$ cat src/rtl/nextpc_pkg.sv
package nextpc_pkg;

  localparam int PC_W   = 32;
  localparam int OFF_W  = 16;
  localparam int TGT_W  = 26;
  localparam int OP_W   = 6;
  localparam int IDX_W  = 5;
  localparam int REGION_W = PC_W - TGT_W - 2;

  localparam logic [OP_W-1:0] OP_REGFMT = 6'd0;
  localparam logic [OP_W-1:0] OP_JABS   = 6'd2;
  localparam logic [OP_W-1:0] OP_JLINK  = 6'd3;
  localparam logic [OP_W-1:0] OP_BREQ   = 6'd4;
  localparam logic [OP_W-1:0] OP_BRNE   = 6'd5;
  localparam logic [OP_W-1:0] FN_JREG   = 6'd8;
  localparam logic [OP_W-1:0] FN_JRLINK = 6'd9;

  typedef enum logic [2:0] {
    FLOW_SEQ,
    FLOW_BREQ,
    FLOW_BRNE,
    FLOW_JABS,
    FLOW_JREG
  } flow_kind_e;

  function automatic logic [PC_W-1:0] seq_addr(input logic [PC_W-1:0] pc);
    return pc + PC_W'(4);
  endfunction

  function automatic logic [PC_W-1:0] branch_addr(input logic [PC_W-1:0] pc4,
                                                  input logic [OFF_W-1:0] off);
    logic [PC_W-1:0] disp;
    disp = {{(PC_W-OFF_W-2){off[OFF_W-1]}}, off, 2'b00};
    return pc4 + disp;
  endfunction

  function automatic logic [PC_W-1:0] jump_addr(input logic [PC_W-1:0] pc4,
                                                input logic [TGT_W-1:0] tgt);
    return {pc4[PC_W-1 -: REGION_W], tgt, 2'b00};
  endfunction

endpackage

$ cat src/rtl/nextpc_decode.sv
module nextpc_decode
  import nextpc_pkg::*;
(
  input  logic [OP_W-1:0] opcode_i,
  input  logic [OP_W-1:0] funct_i,
  output flow_kind_e      kind_o,
  output logic            is_link_o
);

  always_comb begin
    kind_o    = FLOW_SEQ;
    is_link_o = 1'b0;
    unique case (opcode_i)
      OP_REGFMT: begin
        if (funct_i == FN_JREG) begin
          kind_o = FLOW_JREG;
        end else if (funct_i == FN_JRLINK) begin
          kind_o    = FLOW_JREG;
          is_link_o = 1'b1;
        end
      end
      OP_JABS:  kind_o = FLOW_JABS;
      OP_JLINK: begin
        kind_o    = FLOW_JABS;
        is_link_o = 1'b1;
      end
      OP_BREQ:  kind_o = FLOW_BREQ;
      OP_BRNE:  kind_o = FLOW_BRNE;
      default:  kind_o = FLOW_SEQ;
    endcase
  end

endmodule

$ cat src/rtl/nextpc_target.sv
module nextpc_target
  import nextpc_pkg::*;
(
  input  logic [PC_W-1:0]  pc_i,
  input  flow_kind_e       kind_i,
  input  logic [PC_W-1:0]  rs_val_i,
  input  logic [PC_W-1:0]  rt_val_i,
  input  logic [OFF_W-1:0] offset_i,
  input  logic [TGT_W-1:0] target_i,
  output logic [PC_W-1:0]  pc4_o,
  output logic [PC_W-1:0]  next_pc_o,
  output logic             taken_o,
  output logic             misalign_raw_o
);

  logic            same_vals;
  logic [PC_W-1:0] br_dest;
  logic [PC_W-1:0] jabs_dest;

  assign pc4_o     = seq_addr(pc_i);
  assign same_vals = (rs_val_i == rt_val_i);
  assign br_dest   = branch_addr(pc4_o, offset_i);
  assign jabs_dest = jump_addr(pc4_o, target_i);

  always_comb begin
    next_pc_o      = pc4_o;
    taken_o        = 1'b0;
    misalign_raw_o = 1'b0;
    unique case (kind_i)
      FLOW_BREQ: taken_o = same_vals;
      FLOW_BRNE: taken_o = !same_vals;
      FLOW_JABS: taken_o = 1'b1;
      FLOW_JREG: begin
        taken_o        = 1'b1;
        misalign_raw_o = |rs_val_i[1:0];
      end
      default:   taken_o = 1'b0;
    endcase
    if (taken_o) begin
      unique case (kind_i)
        FLOW_JABS: next_pc_o = jabs_dest;
        FLOW_JREG: next_pc_o = rs_val_i;
        default:   next_pc_o = br_dest;
      endcase
    end
  end

endmodule

$ cat src/rtl/nextpc_pcreg.sv
module nextpc_pcreg #(
  parameter int          W         = 32,
  parameter logic [W-1:0] RESET_VEC = '0
) (
  input  logic         clk,
  input  logic         rst,
  input  logic         load_i,
  input  logic [W-1:0] next_i,
  output logic [W-1:0] pc_o
);

  always_ff @(posedge clk) begin
    if (rst) begin
      pc_o <= RESET_VEC;
    end else if (load_i) begin
      pc_o <= next_i;
    end
  end

endmodule

$ cat src/rtl/nextpc_unit.sv
module nextpc_unit
  import nextpc_pkg::*;
#(
  parameter logic [31:0] RESET_VEC = 32'h0000_0100,
  parameter logic [4:0]  LINK_IDX  = 5'd31
) (
  input  logic        clk,
  input  logic        rst,
  input  logic        valid_i,
  input  logic [5:0]  opcode_i,
  input  logic [5:0]  funct_i,
  input  logic [31:0] rs_val_i,
  input  logic [31:0] rt_val_i,
  input  logic [15:0] offset_i,
  input  logic [25:0] target_i,
  output logic [31:0] pc_o,
  output logic        link_we_o,
  output logic [4:0]  link_idx_o,
  output logic [31:0] link_data_o,
  output logic        misalign_o
);

  flow_kind_e      kind;
  logic            is_link;
  logic [PC_W-1:0] pc4;
  logic [PC_W-1:0] next_pc;
  logic            taken;
  logic            misalign_raw;
  logic            advance;

  // Named events for the checker
  logic            ev_seq;
  logic            ev_regjump;

  nextpc_decode u_decode (
    .opcode_i  (opcode_i),
    .funct_i   (funct_i),
    .kind_o    (kind),
    .is_link_o (is_link)
  );

  nextpc_target u_target (
    .pc_i           (pc_o),
    .kind_i         (kind),
    .rs_val_i       (rs_val_i),
    .rt_val_i       (rt_val_i),
    .offset_i       (offset_i),
    .target_i       (target_i),
    .pc4_o          (pc4),
    .next_pc_o      (next_pc),
    .taken_o        (taken),
    .misalign_raw_o (misalign_raw)
  );

  assign misalign_o = valid_i && !rst && misalign_raw;
  assign advance    = valid_i && !misalign_raw;

  nextpc_pcreg #(.W(PC_W), .RESET_VEC(RESET_VEC)) u_pcreg (
    .clk    (clk),
    .rst    (rst),
    .load_i (advance),
    .next_i (next_pc),
    .pc_o   (pc_o)
  );

  assign link_we_o   = valid_i && !rst && is_link && !misalign_raw && taken;
  assign link_idx_o  = LINK_IDX;
  assign link_data_o = pc4;

  assign ev_seq      = valid_i && (kind == FLOW_SEQ);
  assign ev_regjump  = valid_i && (kind == FLOW_JREG);

endmodule

$ cat config.mk
export PLATFORM = sky130hd
export DESIGN_NAME = nextpc_unit
export DESIGN_NICKNAME = d
export VERILOG_FILES = /design/src/rtl/nextpc_pkg.sv /design/src/rtl/nextpc_decode.sv /design/src/rtl/nextpc_target.sv /design/src/rtl/nextpc_pcreg.sv /design/src/rtl/nextpc_unit.sv
export SDC_FILE = /design/constraint.sdc
export NUM_CORES = 1
export LEC_CHECK = 0
export BUFFER_PORTS_ARGS = -buffer_cell sky130_fd_sc_hd__buf_4
export CAP_MARGIN = 20
export CORE_MARGIN = 3
export CORE_UTILIZATION = 40
export DETAILED_ROUTE_END_ITERATION = 8
export PLACE_DENSITY = 0.77
export SETUP_SLACK_MARGIN = 0.02
export SLEW_MARGIN = 20
export SYNTH_ARGS = -nofsm -noshare
export SYNTH_HDL_FRONTEND = slang
export SYNTH_HIERARCHICAL = 1
export SYNTH_SLANG_ARGS = --single-unit
$ cat constraint.sdc
create_clock -name clk -period 3.6 [get_ports clk]
set_input_delay 0.54 -clock clk [delete_from_list [all_inputs] [get_ports clk]]
set_output_delay 0.54 -clock clk [all_outputs]
set_load 0.01 [all_outputs]
Word-level counts from Yosys, hierarchy flattened
Cells that the tools add are included.
{"block": "totals", "in_bits": 121, "wordCells": 37, "out_inout_bits": 71, "register_bits": 32}
{"block": "op_classes", "addsub": 2, "reduce_logical": 13, "mux": 10, "eq_ne": 11}
{"op": "$pmux 32 s2", "n": 1}
{"op": "$add 32x3->32 const B", "n": 1}
{"op": "$add 32x32->32", "n": 1}
{"op": "$eq 32x32->1", "n": 1}
{"op": "$mux 32", "n": 1}
{"op": "$eq 6x2->1 const B", "n": 2}
{"op": "$eq 6x3->1 const B", "n": 2}
{"op": "$eq 6x4->1 const B", "n": 2}
{"op": "$pmux 3 s4", "n": 1}
{"op": "$eq 3x2->1 const B", "n": 2}
{"op": "$logic_and 1x1->1", "n": 6}
{"op": "$logic_not 6->1", "n": 1}
{"op": "$mux 3", "n": 2}
{"op": "$reduce_or 2->1", "n": 3}
{"op": "$eq 3x1->1 const B", "n": 1}
{"op": "$eq 3x3->1 const B", "n": 1}
{"op": "$logic_not 1->1", "n": 3}
{"op": "$mux 1", "n": 3}
{"op": "$pmux 1 s3", "n": 1}
{"op": "$pmux 1 s2", "n": 1}

Logic depth before layout (Yosys ltp)
Gate-level depths: netlist of run 1.
{"block": "depth", "depth_word": 9, "depth_mapped": 18, "mapped_depth_nobuf": 17}

Modules after synthesis
Netlist of run 1, hierarchy kept.
{"mod": "nextpc_target", "area_per_inst_um2": 3530.9, "instances": 1, "cells_per_inst": 507, "seq_area_each_um2": 0.0}
{"mod": "nextpc_pcreg", "area_per_inst_um2": 1166.1, "instances": 1, "cells_per_inst": 103, "seq_area_each_um2": 640.6}
{"mod": "nextpc_decode", "area_per_inst_um2": 97.6, "instances": 1, "cells_per_inst": 12, "seq_area_each_um2": 0.0}
{"mod": "nextpc_unit", "area_per_inst_um2": 70.1, "instances": 1, "cells_per_inst": 10, "seq_area_each_um2": 0.0}

Least setup slack after synthesis of run 1
No wires, ideal clock.
{"block": "synth_timing", "path_type": "register to register", "from": "register u_pcreg.pc_o[2]", "to": "register u_pcreg.pc_o[29]", "slack_ps": -364, "setup_ps": 114, "stages_incl_launch_ff": 18, "period_less_slack_ps": 3964, "arrival_time_ps": 3850, "n_path_buf": 0, "t_required_ps": 3486, "path_cell_list": "dfxtp_1 > ha_1 > and2_1 > nand3_1 > or4_1 > nor2_1 > xor2_1 > ha_1 > nand4_1 > a31oi_1 > nor3_1 > nand3b_1 > a32oi_2 > a211o_1 > a21o_2 > a211o_1 > mux2i_1 > nor2_1"}
{"block": "synth_via", "elab_chain_len": 4}
{"item": "start: declaration", "line_no": "nextpc_pcreg.sv:9", "rtl": "output logic [W-1:0] pc_o"}
{"item": "start signal: assignment", "line_no": "nextpc_pcreg.sv:16", "rtl": "pc_o <= next_i;"}
{"item": "$add 32x3->32", "line_no": "nextpc_pkg.sv:27", "rtl": "return pc + PC_W'(4);"}
{"item": "via link_data_o[20]", "line_no": "nextpc_unit.sv:19", "rtl": "output logic [31:0] link_data_o,"}
{"item": "$add 32x32->32", "line_no": "nextpc_pkg.sv:34", "rtl": "return pc4 + disp;"}
{"item": "$pmux 32 s2", "line_no": "nextpc_target.sv:40", "rtl": "unique case (kind_i)"}
{"item": "$mux 32", "line_no": "nextpc_target.sv:39", "rtl": "if (taken_o) begin"}
{"item": "via next_pc[29]", "line_no": "nextpc_unit.sv:26", "rtl": "logic [PC_W-1:0] next_pc;"}
The timed path passes the listed nets, and every way through them passes these cells.
A chain may end at the register's enable or synchronous reset.

Worst setup path after layout of run 1
{"block": "layout_timing", "from": "register u_pcreg.pc_o[10]", "to": "register u_pcreg.pc_o[29]"}
{"block": "layout_via", "elab_chain_len": 4}
{"item": "$add 32x3->32 (*)", "line_no": "nextpc_pkg.sv:27"}
{"item": "$add 32x32->32", "line_no": "nextpc_pkg.sv:34"}
{"item": "$pmux 32 s2", "line_no": "nextpc_target.sv:40"}
{"item": "$mux 32 (*)", "line_no": "nextpc_target.sv:39"}
{"item": "via next_pc[29]", "line_no": "nextpc_unit.sv:26"}
Mark *: on every way through the listed nets, which the timed path passes. The rest lies on a longest branch.

==> impl_metrics.tcl, run 1 <==
set metrics [dict create \
    yosysWarningCount 6 \
    ys_ff_latch 32 \
    critical_path_class "flip-flop to flip-flop" \
    synth_top_family_by_area "compound AO/OA/AOI/OAI gates" \
    power.density_nw_per_um2 177 \
    dpl_cell_area_um2 7180 \
    totalWireLength_mm 19.9 \
    fin_ws_ns -0.0956 \
    synth-simple-area-share_pct 24.2 \
    drv_cap 0 \
    clk_path_buf_depth 2 \
    synth_compound_area_share_pct 25.4 \
    syn_inst 632 \
    grt_max_degree 44 \
    clkTransAtPathRegs_ns 0.06 \
    fin_crit_ns 3.70 \
    ant_nets 0 \
    finalSetupTns_ns -0.379 \
    grt_pass1_wl_mm 29.6 \
    arrival_ns 3.85 \
    critPathMaxStageDelay_ns 0.58 \
    overflow 0 \
    async_flop_share_pct 0 \
    cts_made_buffers 5 \
    hold_violations 0 \
    grt_pass1_vias 5639 \
    clockRootBuffer "clkbuf_16" \
    die_height_um 116 \
    first_pass_iters 5 \
    multiInputGateArea_um2 4350 \
    die_w_um 116 \
    top_regs "u_pcreg/pc_o (32)" \
    syn_to_final_growth_pct 58.5 \
    worstPathMaxFanout 3 \
    skew_ns 0.00581 \
    vdd_ir_drop_max_mv 0.156 \
    synth-seq-area-share_pct 13.2 \
    fmax_ghz 0.271 \
    post_drt_wl_per_cell_um 18.8 \
    clk_latency_ns 0.28 \
    clock_sinks 32 \
    track_usage_pct 27.7 \
    p_total_mw 1.36 \
    startpoint_type "flip-flop" \
    antenna_found_initial 0 \
    post-route-period-util_pct 103 \
    final_util_pct 66.1 \
    dp_slack_ns -0.213 \
    drive_gt1_share_pct 44.1 \
    portBuffers 186 \
    pin_count 192 \
    avgViaCountPerCell 5.74 \
    num_rows 39 \
    nets 1071 \
    endpoint_kind "flip-flop" \
    required_ns 3.76 \
    status "finished with violations" \
    synth_edf_count 0 \
    slowest_stage "or4_4" \
    power.leakage_nw 3.67 \
    worstPathCellList "and4_4, nand3_4, or4_4, buf_6, nor2_4, xor2_2, ha_1, buf_6, nand3_2, a2111o_1, a32oi_2, a211o_1, a2111oi_2, a211o_1, mux2i_1, nor2_1" \
    synthDistinctLibCells 83 \
    hp-class "flip-flop to flip-flop" \
    seq_area_um2 656 \
    mostFrequentLayoutCell "buf_4" \
    setup_viol 7 \
    place_congestion 0.952 \
    worstMarginPinSlew_ns 0.516 \
    htree_levels 2 \
    most-common-layout-cells "buf_4, nor2_1, xnor2_1, nand2_1, mux2i_1" \
    synth-xor-area-share_pct 14.2 \
    failed_checks "setup timing" \
    slew_violations 0 \
    syn_area_um2 4860 \
    vias 6068 \
    antenna_cells 0 \
    largest_reg_flops 32 \
    die-area_um2 13500 \
    rsz0062_at_grt "true" \
    drc 0 \
    start_util_pct 41.7 \
    synth_fa_ha_area_share_pct 9.67 \
    top_register "u_pcreg/pc_o" \
    synth_flop_cell "dfxtp_1" \
    ff2ff_path_depth 16 \
    slew_headroom_pct 65.6 \
    yosys-mux-area-fraction_pct 7.48 \
    drt_iter0_markers 425 \
    stdcell_area_um2 7710 \
    hpwl_mm 15.7 \
    core_area_um2 11700 \
    hold_depth 2 \
    syn_avg_cell_area_um2 7.70 \
    cts_tree "built" \
    fill_cells 983 \
]
==> critical path, delay by kind of cell (launching register included) <==
family,cells,cell delay [ns]
compound gates,5,1.25
xor+xnor,1,0.09
fa+ha+maj,1,0.36
buf+inv,2,0.27
flops,1,0.32
mux,1,0.13
simple gates,6,1.15
==> area by class of cell <==
| class | count | area share [%] |
|---|---|---|
| inverters | 12 | 0.584 |
| clock inverters | 1 | 0.0649 |
| repair buffers | 306 | 30.4 |
| multi-input cells | 556 | 56.4 |
| clock buffers | 7 | 1.72 |
| well taps | 143 | 2.32 |
| flip-flops and latches | 32 | 8.51 |
==> where the power goes <==
| part | switching, mW | total, mW | internal (mW) |
|---|---|---|---|
| sequential | 0.00907 | 0.372 | 0.363 |
| combinational | 0.273 | 0.573 | 0.300 |
| clock | 0.161 | 0.417 | 0.256 |
==> Yosys cell counts, types with 12 or more instances <==
master	count	area (µm²)
a21o_1	13	97.6
a21oi_1	35	175
inv_1	12	45.0
dfxtp_1	32	641
xnor2_1	58	508
xor2_1	19	166
nand3_1	26	130
a22oi_1	24	180
ha_1	36	450
a31oi_1	23	144
nor2_1	80	300
clkbuf_1	15	56.3
nand2_1	38	143
mux2i_1	33	330
nand4_1	22	138
o21ai_0	18	90.1
and3_1	14	87.6
==> worst paths after layout <==
| path | startpoint | slack [ns] | to |
|---|---|---|---|
| hold / removal | u_pcreg/pc_o[1] | 0.56 | u_pcreg/pc_o[1] |
| setup / recovery | u_pcreg/pc_o[10] | -0.1 | u_pcreg/pc_o[29] |
| setup reg to reg | u_pcreg/pc_o[10] | -0.1 | u_pcreg/pc_o[29] |
| hold reg to reg | u_pcreg/pc_o[1] | 0.56 | u_pcreg/pc_o[1] |
==> stage by stage <==
stage	hold WS, ns	instances
2_1_floorplan	0.526	636
3_3_place_gp	0.538	1034
3_5_place_dp	0.547	1034
4_1_cts	0.558	1044
5_1_grt	0.583	1057
6_report	0.560	1057
==> per-layer routing <==
layer	global-route usage (%)	vias to the layer above	share of wire [%]
met4	6.57	0	2.3
met3	3.63	35	6.8
li1	-	2893	-
met1	36.3	2870	42
met5	0	-	0
met2	48.1	270	49
==> logic make-up after synthesis <==
logic type / Yosys count
simple gates: 228
compound gates: 172
xor+xnor: 78
buf+inv: 48
fa+ha+maj: 37
mux: 36
flops: 32
other cells: 1
==> timing repair <==
item                                    CTS  global route
hold buffers                              0             0
resized for setup                        13            48
endpoints found under the setup margin    5            14
pin swaps                                 9            35
setup buffers                             2            13
Power figures use the tool's default switching activity.
==> run 2: changes to the inputs <==
--- a/config.mk
+++ b/config.mk
@@ -7,10 +7,13 @@
 export LEC_CHECK = 0
 export BUFFER_PORTS_ARGS = -buffer_cell sky130_fd_sc_hd__buf_4
 export CAP_MARGIN = 20
+export CELL_PAD_IN_SITES_DETAIL_PLACEMENT = 1
+export CELL_PAD_IN_SITES_GLOBAL_PLACEMENT = 1
+export CORE_ASPECT_RATIO = 0.6
 export CORE_MARGIN = 3
-export CORE_UTILIZATION = 40
+export CORE_UTILIZATION = 32
 export DETAILED_ROUTE_END_ITERATION = 8
-export PLACE_DENSITY = 0.77
+export PLACE_DENSITY = 0.86
 export SETUP_SLACK_MARGIN = 0.02
 export SLEW_MARGIN = 20
 export SYNTH_ARGS = -nofsm -noshare
==> run 2 against run 1 <==
- the run still ends with setup timing left
- via count up 15%
- total power up 9.8%
- non-clock buffer count up 21
- clock-buffer cell count down 2
- fmax down 5.6%
- final area up 7.1%
- flip-flop and latch count unchanged
- sequential share of layout area down 0.55 points
- clock skew up 0.0017 ns
==> impl_metrics.tcl, run 2 (synthesis gave the netlist of run 1 again) <==
set metrics [dict create \
    hpwl_mm 20.4 \
    core_area_um2 14700 \
    hold_slack_ns 0.570 \
    syn_to_final_growth_pct 69.8 \
    finalSetupTns_ns -1.92 \
    totalWireLength_mm 30.7 \
    slew_violations 0 \
    fin_ws_ns -0.314 \
    post-route-period-util_pct 109 \
    skew_ns 0.00748 \
    failed_checks "setup timing" \
    avgViaCountPerCell 6.16 \
    place_congestion 0.970 \
    grt_pass1_wl_mm 38.9 \
    arrival_ns 4.09 \
    dp.cells 1092 \
    die_height_um 102 \
    clockRootBuffer "clkbuf_16" \
    die_w_um 165 \
    endpoint_kind "flip-flop" \
    most-common-layout-cells "buf_4, nor2_1, xnor2_1, nand2_1, mux2i_1" \
    vias 6971 \
    pwr-share-comb_pct 45.1 \
    top_regs "u_pcreg/pc_o (32)" \
    fill_cells 1744 \
    vdd_ir_drop_max_mv 0.155 \
    worstPathMaxFanout 4 \
    hp-class "flip-flop to flip-flop" \
    critical_path_class "flip-flop to flip-flop" \
    p_seq_share_pct 25.0 \
    grt_pass1_vias 6603 \
    hold_violations 0 \
    antenna_cells 0 \
    r2r_slack_ns -0.31 \
    first_pass_iters 5 \
    drt_iter0_markers 790 \
    track_usage_pct 30.4 \
    power.density_nw_per_um2 181 \
    die-area_um2 16800 \
    required_ns 3.77 \
    largest_reg_flops 32 \
    slew_headroom_pct 50.7 \
    top_register "u_pcreg/pc_o" \
    nets 1092 \
    fin_crit_ns 3.91 \
    fmax_ghz 0.256 \
    startpoint_type "flip-flop" \
    hold_start "u_pcreg/pc_o[1]" \
    start_util_pct 33.1 \
    cts_made_buffers 5 \
    clk_path_buf_depth 2 \
    drv_cap 0 \
    pin_count 192 \
    power.leakage_nw 3.82 \
    endpoint "u_pcreg/pc_o[29]" \
    drive_gt1_share_pct 50.0 \
    crit_start "u_pcreg/pc_o[11]" \
    p_int_uw 940 \
    num_rows 34 \
    ant_nets 0 \
    dpl_cell_area_um2 7260 \
    layout.cells.non_filler 1132 \
    grt_max_degree 35 \
    worstMarginPinSlew_ns 0.739 \
    portBuffers 186 \
    post_drt_wl_per_cell_um 27.2 \
    clock_sinks 32 \
    worstReg2RegStart "u_pcreg/pc_o[11]" \
    status "finished with violations" \
    drc 0 \
    clkTransAtPathRegs_ns 0.06 \
    clk_latency_ns 0.30 \
    overflow 0 \
    swShare_pct 37.1 \
    clkPwrFrac_pct 29.9 \
    r2r_end "u_pcreg/pc_o[29]" \
    setup_viol 12 \
    mostFrequentLayoutCell "buf_4" \
    rsz0062_at_grt "true" \
    switching_power_uw 555 \
    ff2ff_path_depth 15 \
    cts_tree "built" \
    antenna_found_initial 0 \
    stdcell_area_um2 8260 \
    htree_levels 2 \
]
[run 2: changes by cell type in the layout (fill, tap and decap cells not counted), moves of 5 or more]
| cell | delta |
|---|---|
| a21oi_2 | +6 |
| buf_4 | +20 |
| a21oi_1 | -7 |
| ha_1 | -8 |
| ha_4 | +7 |
| xnor2_1 | -5 |
[run 2: worst min path at each step]
stage	to	slack, ns	cells past startpoint
2_1_floorplan	u_pcreg/pc_o[3]	0.53	2
3_3_place_gp	u_pcreg/pc_o[1]	0.54	2
3_5_place_dp	u_pcreg/pc_o[1]	0.56	2
4_1_cts	u_pcreg/pc_o[1]	0.57	2
5_1_grt	u_pcreg/pc_o[1]	0.58	2
6_report	u_pcreg/pc_o[1]	0.57	2
[run 2: layout make-up]
class	instances	area, µm²	area share [%]
Sequential cell	32	657	7.95
Clock buffer	5	125	1.52
Timing Repair Buffer	327	2510	30.3
Multi-Input combinational cell	556	4660	56.5
Clock inverter	2	12.5	0.152
Inverter	12	45.0	0.545
Tap cell	198	248	3.00
[run 2: power by group through the flow]
stage	Sequential, mW	Combinational [mW]	Clock, mW
final	0.374	0.674	0.447
after global routing	0.375	0.707	0.464
after detailed placement	0.379	0.565	0
after global placement	0.379	0.547	0
after floorplan	0.386	0.280	0
after CTS	0.372	0.582	0.437
[run 2: per-stage QoR]
| stage | utilization [%] | power, mW | worst slack [ns] |
|---|---|---|---|
| 6_report | 56.3 | 1.49 | -0.314 |
| 5_1_grt | 56.3 | 1.55 | -0.407 |
| 4_1_cts | 51.8 | 1.39 | -0.0719 |
| 3_5_place_dp | 49.4 | 0.945 | -0.225 |
| 3_3_place_gp | 49.4 | 0.926 | -0.0527 |
| 2_1_floorplan | - | 0.666 | -0.00462 |
[run 2: per-layer routing]
layer | track usage (%) | share of wire [%]
met1 | 41.8 | 40
met2 | 46.8 | 44
met3 | 8.38 | 10
met4 | 7.93 | 5.3
met5 | 0 | 0
[run 2: critical path: stages (launching register included)]
cell,delay [ns]
dfxtp_2,0.35
and4_4,0.25
nand3_4,0.11
or4_4,0.58
buf_4,0.19
nor2_4,0.13
xor2_2,0.28
ha_4,0.27
a21oi_1,0.22
nor3b_2,0.23
a32oi_2,0.13
a211o_1,0.34
a21o_2,0.20
a211o_1,0.27
mux2i_1,0.19
nor2_1,0.06
[run 2: timing repair]
| action | 4_1_cts | 5_1_grt |
|---|---|---|
| setup buffers | 11 | 23 |
| endpoints found under the setup margin | 11 | 15 |
| gates cloned | 0 | 0 |
| pin swaps | 14 | 46 |
| resized for setup | 28 | 89 |
| hold endpoints to repair | 0 | 0 |
| hold buffers | 0 | 0 |
==> run 3: changes to the inputs <==
==> constraint.sdc (replaced) <==
create_clock -name clk -period 3.2 [get_ports clk]
set_input_delay 0.48 -clock clk [delete_from_list [all_inputs] [get_ports clk]]
set_output_delay 0.48 -clock clk [all_outputs]
set_load 0.01 [all_outputs]
==> run 3 against run 2 <==
- the run still ends with setup timing left
- utilization grew 6.4 points
- combinational power is 35% higher
- register-to-register slack worse by 0.71 ns
- setup slack got worse by 0.71 ns
- wire length rose by 24%
- first-iteration DRC count increased by 22%
- total power increased by 26%
- critical endpoint unchanged
==> impl_metrics.tcl, run 3 (synthesis gave the netlist of run 1 again) <==
set metrics [dict create \
    die-area_um2 16800 \
    syn_to_final_growth_pct 89.1 \
    fill_cells 1708 \
    startpoint_type "flip-flop" \
    multiInputGateArea_um2 4950 \
    slew_headroom_pct 55.5 \
    top_regs "u_pcreg/pc_o (32)" \
    die_w_um 165 \
    hold_buffers 0 \
    critical_path_class "flip-flop to flip-flop" \
    worstMarginPinSlew_ns 0.667 \
    post-route-period-util_pct 132 \
    status "finished with violations" \
    power.leakage_nw 4.31 \
    vdd_ir_drop_max_mv 0.171 \
    worstPathMaxFanout 4 \
    setup_viol 22 \
    p_seq_share_pct 22.4 \
    fmax_ghz 0.237 \
    post_drt_wl_per_cell_um 31.6 \
    switching_power_uw 729 \
    nets 1164 \
    drv_cap 0 \
    swShare_pct 38.8 \
    start_util_pct 33.1 \
    cts_made_buffers 5 \
    mostFrequentLayoutCell "buf_4" \
    top_register "u_pcreg/pc_o" \
    drt_iter0_markers 967 \
    core_area_um2 14700 \
    hp-class "flip-flop to flip-flop" \
    cts_tree "built" \
    grt_pass1_vias 7720 \
    p_int_mw 1.15 \
    place_congestion 0.974 \
    arrival_ns 4.40 \
    drive_gt1_share_pct 54.6 \
    grt_max_degree 35 \
    largest_reg_flops 32 \
    grt_pass1_wl_mm 46.9 \
    pin_count 192 \
    skew_ns 0.0163 \
    dp_slack_ns -0.598 \
    clkTransAtPathRegs_ns 0.07 \
    rsz0062_at_grt "true" \
    clockRootBuffer "clkbuf_16" \
    pwr-share-comb_pct 48.3 \
    track_usage_pct 37.1 \
    fin_ws_ns -1.03 \
    required_ns 3.38 \
    totalWireLength_mm 38.1 \
    slew_violations 0 \
    hold_violations 0 \
    clock_sinks 32 \
    ff2ff_path_depth 17 \
    failed_checks "setup timing" \
    clkPwrFrac_pct 29.3 \
    htree_levels 2 \
    overflow 0 \
    first_pass_iters 9 \
    final_util_pct 62.7 \
    hpwl_mm 21.4 \
    endpoint_kind "flip-flop" \
    fin_crit_ns 4.23 \
    avgViaCountPerCell 6.56 \
    portBuffers 186 \
    seq_area_um2 656 \
    drc 0 \
    power.density_nw_per_um2 204 \
    antenna_found_initial 2 \
    clk_path_buf_depth 2 \
    num_rows 34 \
    most-common-layout-cells "buf_4, nor2_1, xnor2_1, nand2_1, mux2i_1" \
    die_height_um 102 \
    clk_latency_ns 0.31 \
    vias 7912 \
    ant_nets 0 \
    hold_depth 2 \
]
[run 3: power groups by stage]
stage	Sequential [mW]	Clock, mW	Combinational [mW]
floorplan	0.434	0	0.317
global placement	0.425	0	0.664
detailed placement	0.426	0	0.688
CTS	0.418	0.529	0.745
global route	0.421	0.563	0.934
finish	0.420	0.551	0.908
[run 3: area by class of cell]
type / instances / share of cell area (%)
Multi-Input combinational cell: 556 / 53.8
Timing Repair Buffer: 399 / 34.2
Sequential cell: 32 / 7.13
Tap cell: 198 / 2.69
Clock buffer: 8 / 1.59
Inverter: 12 / 0.490
Antenna cell: 2 / 0.0544
[run 3: repair_timing]
item | 4_1_cts | 5_1_grt
resized for setup | 95 | 88
buffers inserted | 29 | 21
endpoints found under the setup margin | 21 | 22
pin swaps | 66 | 48
[run 3: worst paths after layout]
| check | from | end | slack (ns) |
|---|---|---|---|
| setup / recovery | u_pcreg/pc_o[12] | u_pcreg/pc_o[29] | -1.03 |
| hold / removal | u_pcreg/pc_o[0] | u_pcreg/pc_o[0] | 0.59 |
| hold reg to reg | u_pcreg/pc_o[0] | u_pcreg/pc_o[0] | 0.59 |
| setup reg to reg | u_pcreg/pc_o[12] | u_pcreg/pc_o[29] | -1.03 |
[run 3: worst max-delay path, cell delays in order (launching register included)]
cell	delay (ns)
dfxtp_1	0.38
and4_4	0.27
nand3_4	0.08
buf_4	0.16
buf_4	0.15
nor3_2	0.18
xnor2_1	0.22
ha_1	0.37
a21oi_1	0.28
o21ai_1	0.19
nor3_2	0.23
nand3b_1	0.25
a32oi_2	0.16
a211o_1	0.33
a21o_2	0.22
a211o_1	0.27
mux2i_1	0.26
nor2_1	0.09
[run 3: per-layer routing]
metal	routed length [µm]	vias up	track usage (%)	share of wire (%)
li1	-	3080	-	-
met1	13800	3731	45.6	36
met2	16000	811	58.7	42
met3	5180	290	14.4	14
met4	3080	0	14.5	8.1
met5	0	-	1.14	0
[run 3: stage by stage]
step	hold slack, ns	TNS, ns	instance area [µm²]	power, mW	cells
floorplan	0.526	-2.28	5030	0.751	636
global placement	0.545	-3.92	7740	1.09	1150
global route	0.611	-12.39	9200	1.92	1206
CTS	0.587	-3.73	8540	1.69	1186
finish	0.589	-11.10	9200	1.88	1207
detailed placement	0.568	-6.93	7740	1.11	1150
